## config.mk

```make
export PLATFORM = sky130hd
export DESIGN_NAME = bidir_bus_shreg
export DESIGN_NICKNAME = d
export VERILOG_FILES = /design/src/rtl/bsr_pkg.sv /design/src/rtl/bsr_strobe.sv /design/src/rtl/bsr_ctrl.sv /design/src/rtl/bsr_stages.sv /design/src/rtl/bsr_bus_io.sv /design/src/rtl/bidir_bus_shreg.sv
export SDC_FILE = /design/constraint.sdc
export NUM_CORES = 1
export LEC_CHECK = 0
export BUFFER_PORTS_ARGS = -buffer_cell sky130_fd_sc_hd__buf_2
export CORE_MARGIN = 8
export CORE_UTILIZATION = 44
export CTS_BUF_LIST = sky130_fd_sc_hd__clkbuf_4
export CTS_CLUSTER_SIZE = 14
export DETAILED_ROUTE_END_ITERATION = 6
export PLACE_DENSITY = 0.95
export REMOVE_ABC_BUFFERS = 1
export SYNTH_ARGS = -nofsm -noshare
export SYNTH_HDL_FRONTEND = slang
export SYNTH_SLANG_ARGS = --single-unit
```

## constraint.sdc

```tcl
create_clock -name clk -period 1.69 [get_ports clk]
set_input_delay 0.169 -clock clk [delete_from_list [all_inputs] [get_ports clk]]
set_output_delay 0.169 -clock clk [all_outputs]
set_load 0.1 [all_outputs]
```

## src/rtl/bsr_pkg.sv

```systemverilog
// Package: shared types for the bidirectional two-bus shift register.
// Assumes: nothing beyond IEEE 1800-2017.
package bsr_pkg;

    // What the stage array does on the next system-clock edge.
    typedef enum logic [1:0] {
        BSR_HOLD  = 2'd0,
        BSR_LOAD  = 2'd1,
        BSR_SHIFT = 2'd2
    } bsr_op_e;

endpackage

```

## src/rtl/bsr_strobe.sv

```systemverilog
// Module: bsr_strobe
// Turns the slow register clock into a one-cycle strobe on its rising edge.
// Assumes: shift_clk is already synchronous to clk; the sampled level is
// cleared by reset, so a high level right after reset counts as an edge.
module bsr_strobe (
    input  logic clk,
    input  logic rst_n,
    input  logic shift_clk,
    output logic rise
);

    logic level_q;

    // Keep the level seen on the previous system clock.
    always_ff @(posedge clk) begin
        if (!rst_n) begin
            level_q <= 1'b0;
        end else begin
            level_q <= shift_clk;
        end
    end

    // Strobe is high for one cycle after a low-to-high change.
    always_comb begin
        rise = shift_clk & ~level_q;
    end

endmodule

```

## src/rtl/bsr_ctrl.sv

```systemverilog
// Module: bsr_ctrl
// Picks the feeding bus and decides between hold, load and shift.
// Assumes: the B bus always accepts input when it feeds; A only when a_en.
module bsr_ctrl
    import bsr_pkg::*;
#(
    parameter int WIDTH = 8
) (
    input  logic             dir_b2a,
    input  logic             par_mode,
    input  logic             imm_load,
    input  logic             a_en,
    input  logic             rise,
    input  logic [WIDTH-1:0] a_in,
    input  logic [WIDTH-1:0] b_in,
    output bsr_op_e          op,
    output logic [WIDTH-1:0] load_data
);

    logic src_ok;
    logic load_time;

    // Select the feeding bus and whether it is accepted.
    always_comb begin
        if (dir_b2a) begin
            load_data = b_in;
            src_ok    = 1'b1;
        end else begin
            load_data = a_in;
            src_ok    = a_en;
        end
    end

    // Immediate timing loads every cycle, clocked timing only on the strobe.
    always_comb begin
        load_time = imm_load | rise;
    end

    // Final operation code for the stage array.
    always_comb begin
        op = BSR_HOLD;
        if (par_mode) begin
            if (src_ok && load_time) begin
                op = BSR_LOAD;
            end
        end else if (rise) begin
            op = BSR_SHIFT;
        end
    end

endmodule

```

## src/rtl/bsr_stages.sv

```systemverilog
// Module: bsr_stages
// The register itself: one flip-flop per stage, built with generate.
// Assumes: shifting moves stage i into stage i+1, serial data enters stage 0.
module bsr_stages
    import bsr_pkg::*;
#(
    parameter int WIDTH = 8
) (
    input  logic             clk,
    input  logic             rst_n,
    input  bsr_op_e          op,
    input  logic [WIDTH-1:0] load_data,
    input  logic             ser_in,
    output logic [WIDTH-1:0] q
);

    logic [WIDTH-1:0] shift_src;

    // Value each stage takes on a shift.
    always_comb begin
        shift_src = {q[WIDTH-2:0], ser_in};
    end

    for (genvar i = 0; i < WIDTH; i++) begin : g_stage
        // Update one stage according to the operation code.
        always_ff @(posedge clk) begin
            if (!rst_n) begin
                q[i] <= 1'b0;
            end else begin
                case (op)
                    BSR_LOAD:  q[i] <= load_data[i];
                    BSR_SHIFT: q[i] <= shift_src[i];
                    default:   q[i] <= q[i];
                endcase
            end
        end
    end

endmodule

```

## src/rtl/bsr_bus_io.sv

```systemverilog
// Module: bsr_bus_io
// Drives both buses and the serial output from the register contents.
// Assumes: tristate buffers outside the block use the *_oe outputs.
module bsr_bus_io #(
    parameter int WIDTH = 8
) (
    input  logic             dir_b2a,
    input  logic             a_en,
    input  logic [WIDTH-1:0] q,
    output logic [WIDTH-1:0] a_out,
    output logic             a_oe,
    output logic [WIDTH-1:0] b_out,
    output logic             b_oe,
    output logic             ser_out
);

    // Data lines always carry the contents; the enables decide who drives.
    always_comb begin
        a_out   = q;
        b_out   = q;
        ser_out = q[WIDTH-1];
    end

    // A drives only toward A when enabled; B drives whenever it is the destination.
    always_comb begin
        a_oe = dir_b2a & a_en;
        b_oe = ~dir_b2a;
    end

endmodule

```

## src/rtl/bidir_bus_shreg.sv

```systemverilog
// Module: bidir_bus_shreg (top)
// Register between two parallel buses with serial shift and selectable
// immediate or clocked parallel load.
// Assumes: one system clock; shift_clk is synchronous and slower than clk.
module bidir_bus_shreg
    import bsr_pkg::*;
#(
    parameter int WIDTH = 8
) (
    input  logic             clk,
    input  logic             rst_n,
    input  logic             shift_clk,
    input  logic             dir_b2a,
    input  logic             par_mode,
    input  logic             imm_load,
    input  logic             a_en,
    input  logic             ser_in,
    input  logic [WIDTH-1:0] a_in,
    input  logic [WIDTH-1:0] b_in,
    output logic [WIDTH-1:0] a_out,
    output logic             a_oe,
    output logic [WIDTH-1:0] b_out,
    output logic             b_oe,
    output logic             ser_out
);

    logic             rise;
    bsr_op_e          op;
    logic [WIDTH-1:0] load_data;
    logic [WIDTH-1:0] q;

    bsr_strobe u_strobe (
        .clk       (clk),
        .rst_n     (rst_n),
        .shift_clk (shift_clk),
        .rise      (rise)
    );

    bsr_ctrl #(.WIDTH(WIDTH)) u_ctrl (
        .dir_b2a   (dir_b2a),
        .par_mode  (par_mode),
        .imm_load  (imm_load),
        .a_en      (a_en),
        .rise      (rise),
        .a_in      (a_in),
        .b_in      (b_in),
        .op        (op),
        .load_data (load_data)
    );

    bsr_stages #(.WIDTH(WIDTH)) u_stages (
        .clk       (clk),
        .rst_n     (rst_n),
        .op        (op),
        .load_data (load_data),
        .ser_in    (ser_in),
        .q         (q)
    );

    bsr_bus_io #(.WIDTH(WIDTH)) u_io (
        .dir_b2a (dir_b2a),
        .a_en    (a_en),
        .q       (q),
        .a_out   (a_out),
        .a_oe    (a_oe),
        .b_out   (b_out),
        .b_oe    (b_oe),
        .ser_out (ser_out)
    );

endmodule

```

Word level (Yosys, flattened, before mapping)
Index checks and enable logic that the tools add are counted.
{"block": "op_classes", "n_eq_ne": 2, "n_mux": 13, "bitwise_logic": 5, "n_reduce_logical": 2}
{"cell": "1-bit one-hot mux with 2 select lines", "count": 8}
{"cell": "8-bit 2-to-1 mux", "count": 1}
{"cell": "2-bit 2-to-1 mux", "count": 2}
{"cell": "1-bit bitwise AND", "count": 2}
{"cell": "2-bit by 1-bit equality test with 1-bit output (second input constant)", "count": 1}
{"cell": "2-bit equality test (second input constant)", "count": 1}
{"cell": "1-bit 2-to-1 mux", "count": 2}
{"cell": "1-bit NOT", "count": 2}
{"cell": "2-bit nonzero test", "count": 1}
{"cell": "1-bit logical AND", "count": 1}
{"cell": "1-bit OR", "count": 1}
{"block": "word_totals", "regBits": 9, "inputBits": 24}

Depth between registers and ports, before layout
Gate-level depths: netlist of the first run.
{"block": "depth", "word_depth": 8, "depth_mapped": 4, "depth_no_buf": 3}

Cells and area by module
A second synthesis of the first run with hierarchy kept.
{"block": "hier_totals", "hier_cells": 70, "area_unflattened_um2": 783.3}
{"module": "bsr_stages", "instances": 1, "cells_each": 37, "area_each_um2": 456.7, "seq_area_each_um2": 160.2}
{"module": "bsr_ctrl", "instances": 1, "cells_each": 11, "area_each_um2": 148.9, "seq_area_each_um2": 0.0}
{"module": "bsr_bus_io", "instances": 1, "cells_each": 19, "area_each_um2": 137.6, "seq_area_each_um2": 0.0}
{"module": "bsr_strobe", "instances": 1, "cells_each": 3, "area_each_um2": 40.0, "seq_area_each_um2": 20.0}

Worst setup path before layout of the first run
Ideal clock, no wire load.
{"block": "synth_path", "path_type": "reg-to-output", "from": "reg u_stages.q[7]", "to": "out a_out[7]", "arrival_ns": 1.391, "required_time_ns": 1.521, "path_slack_ns": 0.130, "path_stages_with_launch": 2, "n_path_buf": 1, "path_cell_list": "dfxtp_1 > buf_4"}
{"element": "start, declared", "line": "bsr_stages.sv:14", "text": "output logic [WIDTH-1:0] q"}
{"element": "start signal, assigned by index", "line": "bsr_stages.sv:31", "text": "BSR_LOAD: q[i] <= load_data[i];"}
{"element": "start signal, assigned by index", "line": "bsr_stages.sv:32", "text": "BSR_SHIFT: q[i] <= shift_src[i];"}
{"element": "start signal, assigned by index", "line": "bsr_stages.sv:33", "text": "default: q[i] <= q[i];"}
{"element": "end, declared", "line": "bidir_bus_shreg.sv:20", "text": "output logic [WIDTH-1:0] a_out,"}
No word-level cell between the ends.

Worst setup path in the final report of the first run
{"block": "layout_path", "from": "reg u_strobe.level_q", "to": "reg u_stages.q[6]"}
{"block": "layout_via", "elab_chain_cells": 8, "elab_cells_between_ends": 11, "classes_between": "eq/ne (2); mux (4); bitwise (3); reduce/logical (2)"}
{"element": "start, declared", "line": "bsr_strobe.sv:12", "text": "logic level_q;"}
{"element": "start signal, assigned", "line": "bsr_strobe.sv:19", "text": "level_q <= shift_clk;"}
{"element": "1-bit NOT (*)", "line": "bsr_strobe.sv:25", "text": "rise = shift_clk & ~level_q;"}
{"element": "1-bit bitwise AND (*)", "line": "bsr_strobe.sv:25"}
{"element": "1-bit OR", "line": "bsr_ctrl.sv:36", "text": "load_time = imm_load | rise;"}
{"element": "1-bit logical AND", "line": "bsr_ctrl.sv:43", "text": "if (src_ok && load_time) begin"}
{"element": "1-bit 2-to-1 mux", "line": "bsr_ctrl.sv:43"}
{"element": "2-bit 2-to-1 mux (*)", "line": "bsr_ctrl.sv:42", "text": "if (par_mode) begin"}
{"element": "2-bit equality test / 2-bit by 1-bit equality test with 1-bit output (equally long branches)", "line": "bsr_stages.sv:30", "text": "case (op)"}
{"element": "1-bit one-hot mux with 2 select lines / 2-bit nonzero test (equally long branches)"}
Mark *: on every way between the ends. The rest lies on a longest branch, timed or not.
A chain may end at the register's enable or synchronous reset.

==> results of run 1 <==
## routing by layer
layer | vias to the layer above | GRT usage [%] | part of all wire (%)
met1 | 238 | 12.7 | 42
li1 | 285 | - | -
met4 | 0 | 5.17 | 1.4
met2 | 29 | 16.6 | 45
met5 | - | 0 | 0
met3 | 4 | 4.55 | 12
## metrics by stage
step,setup slack [ps],util (%)
2_1_floorplan,-881,-
3_3_place_gp,417,57.4
3_5_place_dp,387,57.4
4_1_cts,414,59.8
5_1_grt,351,59.8
6_report,394,59.8
## cell usage after synthesis (all sizes together)
cell	number
a221o	1
a22oi	1
and2	2
buf	12
dfxtp	9
inv	2
mux2	8
mux2i	8
nand2	9
nand2b	1
nor2	1
o22ai	8
or3b	1
## layout make-up
type / count / area, sq um
timing repair buffer: 43 / 218
clock buffer: 4 / 30.0
fill: 123 / 510
tap: 15 / 18.8
inverter: 2 / 7.51
multi-input combinational: 40 / 304
sequential: 9 / 180
## worst min-delay path by stage
| stage | from | end | slack [ps] | cells after the start |
|---|---|---|---|---|
| after floorplan | rst_n | u_strobe.level_q | 290 | 1 |
| after global placement | shift_clk | u_strobe.level_q | 410 | 2 |
| after detailed placement | shift_clk | u_strobe.level_q | 410 | 2 |
| after CTS | shift_clk | u_strobe.level_q | 140 | 2 |
| after global routing | shift_clk | u_strobe.level_q | 150 | 2 |
| final | shift_clk | u_strobe.level_q | 140 | 2 |
## registers in the layout, summed over array words and instances, names as in the netlist
register / cells
u_strobe.level_q: 1
u_stages.q: 8
## cells by family after synthesis
logic type | Yosys count
AOI/OAI and AO/OA | 10
buffers and inverters | 14
DFF | 9
muxes | 16
and+or+nand+nor | 14
## worst reg2reg max path: stages, from the launching register on
cell and delay (ps):
sky130_fd_sc_hd__dfxtp_1 300, sky130_fd_sc_hd__or3b_1 560, sky130_fd_sc_hd__mux2i_1 190, sky130_fd_sc_hd__o22ai_1 180
## power by group
group	internal (W)	switching (W)	total, W
combinational	0.0000838	0.000321	0.000405
clock	0.000107	0.0000775	0.000185
sequential	0.000230	0.0000147	0.000244
==> results.txt, run 1 <==
- The worst setup path is captured at a flip-flop.
- Global routing consumed, over all layers together, between 10% and 20% of the routing resources.
* Number of vias per cell after detailed routing: just under 5
- Largest family of logic cells by synthesized area: multiplexers
- DRT Wirelength: 1570 um
- Antenna violations before repair: 0
* Library cells used by synthesis: 15
* Max capacitance violation total: 0
- Hold Violations, Final: 0
- Num CTS Buffers: 3
- Power density normalized to cell area: 1100 nW/um^2
- From synthesis to final layout, the design area changed by 30.6%.
- The largest total area in the synthesized netlist belongs to sky130_fd_sc_hd__dfxtp_1.
- Run status: finished clean
- During placement, the flow inserted port buffers numbering 42.
- The final max-slew violation count was 0.
- The worst hold path belongs to the class primary input to flip-flop.
- At the later pin of the worst-skew pair, clock insertion delay measures 260 ps.
- Summed over all layers, the global routing overflow is 0.
- The tree built by TritonCTS fans out to 9 sinks.
- Across the VDD grid, the largest voltage drop is 649 uV.
- Post-layout power: about 0.00083 W
- The Yosys step of the flow raised 0 warnings.
- Number of hold buffers added after cts: 0
- After detailed routing, the average wire length per cell comes to 13.9 um.
- Total Nets Final: 123
- Entering global routing, the biggest net connects 12 pins.
* Share of cell area taken by muxes after synthesis: approximately 30%
- The setup path with the least slack is of type flip-flop to flip-flop.
* Highest Clock Rate: roughly 0.77 GHz
* Detail Route Antenna Nets: 0
* Simple-Gate Fraction of Synth Area: 11.2%
- The number of cells on the worst reg-to-reg path is 3.
* Compound-cell area share of the yosys netlist: between 10% and 20%
- Buffers added to address setup during post-CTS repair amount to 0.
- For the final database, setup skew stands at approximately 3.5 ps.
- Worst hold slack: 141 ps
* Most frequent cells in the layout: sky130_fd_sc_hd__buf_2 (42), sky130_fd_sc_hd__nand2_1 (9), sky130_fd_sc_hd__dfxtp_1 (9)
- The synthesized design devotes to its leading area cell type 31.0% of total area.
- Summing all placed instances gives a cell area of ~730 sq um.
- Setup repair after global routing left no endpoint under its margin.
* Nature of the critical path startpoint: flip-flop
- Maximum clock insertion buffer count: 2
* Sum of negative setup slack: 0 ps
- Library cell used as clock root buffer: sky130_fd_sc_hd__clkbuf_4
- In this run the critical register-to-register path is launched from u_strobe.level_q.
* Setup slack on the worst flop-to-flop path: 390 ps
- The worst pin sits at a relative slew slack of 67.6%.
- The die covers 2740 sq um.
- Final design area excluding fillers: 758 sq um
- The die is 52.3 um wide.
- Commonest non-fill, non-tap cell in the layout: sky130_fd_sc_hd__buf_2
- Crit path max-delay family: simple AND/OR/NAND/NOR gates
* Initial DRT Pass Iterations: 2
- Final worst path period need: 1300 ps
- Once the floorplan was initialized, standard cells occupied 45.8% of the core.
- Share of cells above drive strength 1: 57.1%
* Part of the cycle the worst path needs: 76.7%
- IO Count: 43
- On the worst path, the slowest cell contributes a delay of about 560 ps.
- For this design the static power due to leakage is 0.435 nW.
- The share of the Yosys chip area taken by registers is 31.0%.
* Core Area: around 1300 sq um
- Clock transition at the register clock pins on the worst setup and hold paths after CTS: 60 ps
* Number of global-route vias before repair: 541
* Average size of a mapped cell: 9.22 sq um
- Placement row count: 13
- Synthesized cell area: 581 sq um
- The slowest stage of the critical path belongs to the cell sky130_fd_sc_hd__or3b_1.
* Worst reg2reg path endpoint: u_stages.q[6]
- In this run the worst setup path terminates at u_stages.q[6].
* Fin cells: between 100 and 150
* Number of setup violations in the final report: 0
* Number of flip-flops and latches in the synthesized netlist: 9
* Vias: 556
- Leading post-synthesis cells by cell area: sky130_fd_sc_hd__dfxtp_1 (31%), sky130_fd_sc_hd__mux2_2 (16%), sky130_fd_sc_hd__mux2i_1 (14%), sky130_fd_sc_hd__buf_4 (12%), sky130_fd_sc_hd__o22ai_1 (8.6%)
- Stages on worst setup path: 3
- STA puts the critical path data arrival time at 1480 ps.
- Routability congestion estimate from global placement: 0.689
* Cells after synthesis: 63
- Worst-margin pin slew: 489 ps
- The number of buffers and inverters on the critical path is 0.
* First-pass GRT wire length: between 2000 and 2500 um
* Gates resized, CTS repair: 0
- Traced cell by cell, the critical path runs through or3b_1 > mux2i_1 > o22ai_1.
* Maximum fanout along the worst path: 8
- Level count of the clock H-tree: 1
- The first routing iteration left 21 violations.
- Worst setup path startpoint: u_strobe.level_q
* Synthesized-area fraction occupied by adder cells: 0%
- Once placement completed, the tool counted placed cells totaling 109.
- Data required time of the worst path: 1880 ps
- Post-Synth XOR/XNOR Area: 0%
- DIE HEIGHT: 52.3 um
* TritonCTS clock tree: done
- Number of inserted diodes: 0
- After detailed routing, the number of remaining DRC violations is 0.
Power figures use the tool's default switching activity.
==> run 2: changes to the inputs <==
--- a/config.mk
+++ b/config.mk
@@ -7,11 +7,11 @@
 export LEC_CHECK = 0
 export BUFFER_PORTS_ARGS = -buffer_cell sky130_fd_sc_hd__buf_2
 export CORE_MARGIN = 8
-export CORE_UTILIZATION = 44
+export CORE_UTILIZATION = 40
 export CTS_BUF_LIST = sky130_fd_sc_hd__clkbuf_4
 export CTS_CLUSTER_SIZE = 14
 export DETAILED_ROUTE_END_ITERATION = 6
-export PLACE_DENSITY = 0.95
+export PLACE_DENSITY = 0.91
 export REMOVE_ABC_BUFFERS = 1
 export SYNTH_ARGS = -nofsm -noshare
 export SYNTH_HDL_FRONTEND = slang
==> constraint.sdc (replaced) <==
create_clock -name clk -period 1.2 [get_ports clk]
set_input_delay 0.12 -clock clk [delete_from_list [all_inputs] [get_ports clk]]
set_output_delay 0.12 -clock clk [all_outputs]
set_load 0.1 [all_outputs]
==> run 2 against run 1 <==
Net effect: the flow now finishes with violations (setup timing); flip-flop and latch count unchanged; sequential share of layout area decreased by 6.7 points; cell count unchanged; fmax increased by 3.9%; clock skew decreased by 3.2 ps; clock-buffer cell count unchanged; total power increased by 67%; routed wire length increased by 28%; critical path depth unchanged; design area increased by 41%; highest routed layer unchanged.
==> results.txt, run 2 (synthesis gave the netlist of run 1 again) <==
- The post-route DRC violation count was 0 (unchanged).
- u_stages.q holds more flip-flops than any other register.
- The top-level I/O count is 43 (unchanged).
* Vias: 603 (+8.5%)
* Clk Latency, worst-skew pair: 270 ps (about the same)
- The final cycle utilization of the critical path is 104% (+27 points).
- Max capacitance violation total: 0 (unchanged)
* Hold Violations, Final: 0 (unchanged)
- The worst reg-to-reg path cell count came to 3 (unchanged).
- The remaining global-route overflow was 0 (unchanged).
- Highest Clock Rate: 0.801 GHz (+3.9%)
- The core area came to 1330 sq um (+5.1%).
* Initial DRT Pass Iterations: 4 (+2)
- Total of buffers placed on input and output ports: 42 (unchanged)
- The worst-case headroom to the max-slew limit was 75.6% (+8.0 points).
- Fin cells: 113 (unchanged)
- Critical path type: flip-flop to flip-flop
- The slew of the pin with the lowest slew margin was 365 ps (-124 ps).
* Library cell used as clock root buffer: sky130_fd_sc_hd__clkbuf_4
- Level count of the clock H-tree: 1 (unchanged)
- The tightest min-delay check is of the primary input to flip-flop type.
* Setup slack on the worst flop-to-flop path: -50 ps (-440 ps)
* Worst-case vdd ir drop: 735 uV (+13%)
- The final hold slack is 118 ps (-22.4 ps).
* X dimension of the die: 54.1 um (+3.4%)
- Setup repair after global routing could not meet its margin everywhere.
- The instance count after placement with tap cells included is 110 (+0.92%).
- The sink count of the clock tree is 9 (unchanged).
- GRT Overall Usage: 13.8% (+3.0 points)
- Max FFs per register: 8 (unchanged)
- Multi-input gate area: 325 sq um (+7.0%)
- Leaving out fill and tap cells, the most frequent cells in the layout are sky130_fd_sc_hd__buf_2 (23), sky130_fd_sc_hd__buf_12 (19), sky130_fd_sc_hd__nand2_1 (9).
- Detailed placer's ending HPWL: 1590 um
- The worst register-to-register path begins at u_strobe.level_q.
- Maximum clock skew at final layout: 0.313 ps (-3.22 ps)
- Number of vias per cell after detailed routing: 5.34 (+8.5%)
- The worst hold path cell count is 2 (unchanged).
- The height of the die is 54.1 um (+3.4%).
* Post-layout power: 0.00139 W (+67%)
- Power density normalized to cell area: 1310 nW/um^2 (+19%)
* Failing checks: setup timing
* DRT Wirelength: 2010 um (+28%)
- The fraction of final layout cells sized beyond drive strength 1 was 61.2% (+4.1 points).
* Sum of negative setup slack: -84.2 ps (-84.2 ps)
- Final count of pins violating max slew: 0 (unchanged)
- Largest registers ranked by flip-flop count: u_stages.q (8), u_strobe.level_q (1)
* Number of setup violations in the final report: 4 (+4)
- The via count of the first global-routing pass was 693 (+28%).
- The first-pass GRT wire length is 3020 um (+27%).
- Worst reg2reg path endpoint: u_stages.q[2]
- Routability congestion estimate from global placement: 0.738 (+7.1%)
- The wire length per cell was 17.8 um (+28%).
* Number of hold buffers added after cts: 0 (unchanged)
- The net count of the finished layout is 123 (unchanged).
- The largest net degree at the start of global routing came to 12 (unchanged).
- Final worst path period need: 1250 ps (-48.5 ps)
* Count of fill cells added during filler insertion: 78 (-37%)
- The final worst setup slack came to -47.9 ps (-442 ps).
- TritonCTS built the clock tree.
* Iteration-0 DRC Markers: 13 (-38%)
* Worst EP arrival: 1400 ps (-80 ps)
- The die area was 2930 sq um (+6.9%).
* Endpoint class of the critical path: flip-flop
* Num CTS Buffers: 3 (unchanged)
* Maximum fanout along the worst path: 8 (unchanged)
- The clock-pin slew of the registers on the worst-case setup and hold paths is 60 ps (about the same).
- The run finished, with violations left.
- STA classifies the critical path startpoint as a flip-flop.
- The critical path ends at u_stages.q[2].
* Antenna violations before repair: 0 (unchanged)
- Data required time of the worst path: 1350 ps (-530 ps)
- The number of diodes added for antenna fixing was 0 (unchanged).
* Detail Route Antenna Nets: 0 (unchanged)
- The worst hold path begins at shift_clk.
- Commonest non-fill, non-tap cell in the layout: sky130_fd_sc_hd__buf_2
- Effective utilization at floorplan: 43.5% (-2.2 points)
* Register Area: 181 sq um (+0.69%)
* Maximum clock insertion buffer count: 2 (unchanged)
* Placement row count: 13 (unchanged)
* Worst setup path startpoint: u_strobe.level_q
- The leakage power of the design was 0.500 nW (+15%).
* Area growth from synthesis to final layout: 83.6%
* Setup Slack @ Placement: -52.0 ps (-438 ps)
-- run 2: routing by layer --
layer	GRT usage, %	share of wire (%)
met2	25.7	51
met4	8.61	2.8
met1	13.1	38
met5	0	0
met3	3.86	8.9
-- run 2: how the worst min path moves through the flow --
stage,slack (ps),to
final,120,u_strobe.level_q
after global routing,120,u_strobe.level_q
after CTS,120,u_strobe.level_q
after detailed placement,360,u_strobe.level_q
after global placement,360,u_strobe.level_q
after floorplan,240,u_strobe.level_q
-- run 2: worst max-delay path, cell delays in order (launching register included) --
cell                      delay, ps
sky130_fd_sc_hd__dfxtp_2        320
sky130_fd_sc_hd__or3b_4         470
sky130_fd_sc_hd__mux2i_1        230
sky130_fd_sc_hd__o22ai_1        120
-- run 2: cell type report --
cell class | instances | share of cell area, %
Clock buffer | 4 | 2.82
Tap cell | 15 | 1.76
Inverter | 2 | 0.704
Sequential cell | 9 | 17.0
Timing Repair Buffer | 43 | 47.2
Multi-Input combinational cell | 40 | 30.5
-- run 2: where the power goes --
group,switching (W),leakage [nW],internal (W)
clock,0.000118,0.0184,0.000151
sequential,0.0000523,0.0744,0.000323
combinational,0.000470,0.407,0.000277
total,0.000640,0.500,0.000752
-- run 2: stage by stage --
stage,utilization [%],area [sq um]
after global routing,79.9,1070
after global placement,76.5,1020
after floorplan,-,492
final,79.9,1070
after CTS,79.1,1050
after detailed placement,76.5,1020
-- run 2: what timing repair did --
item                                    4_1_cts  5_1_grt
gates cloned                                  0        0
pin swaps                                     0        2
gates resized for setup                       1        5
buffers inserted                              0        0
endpoints found under the setup margin        8        8
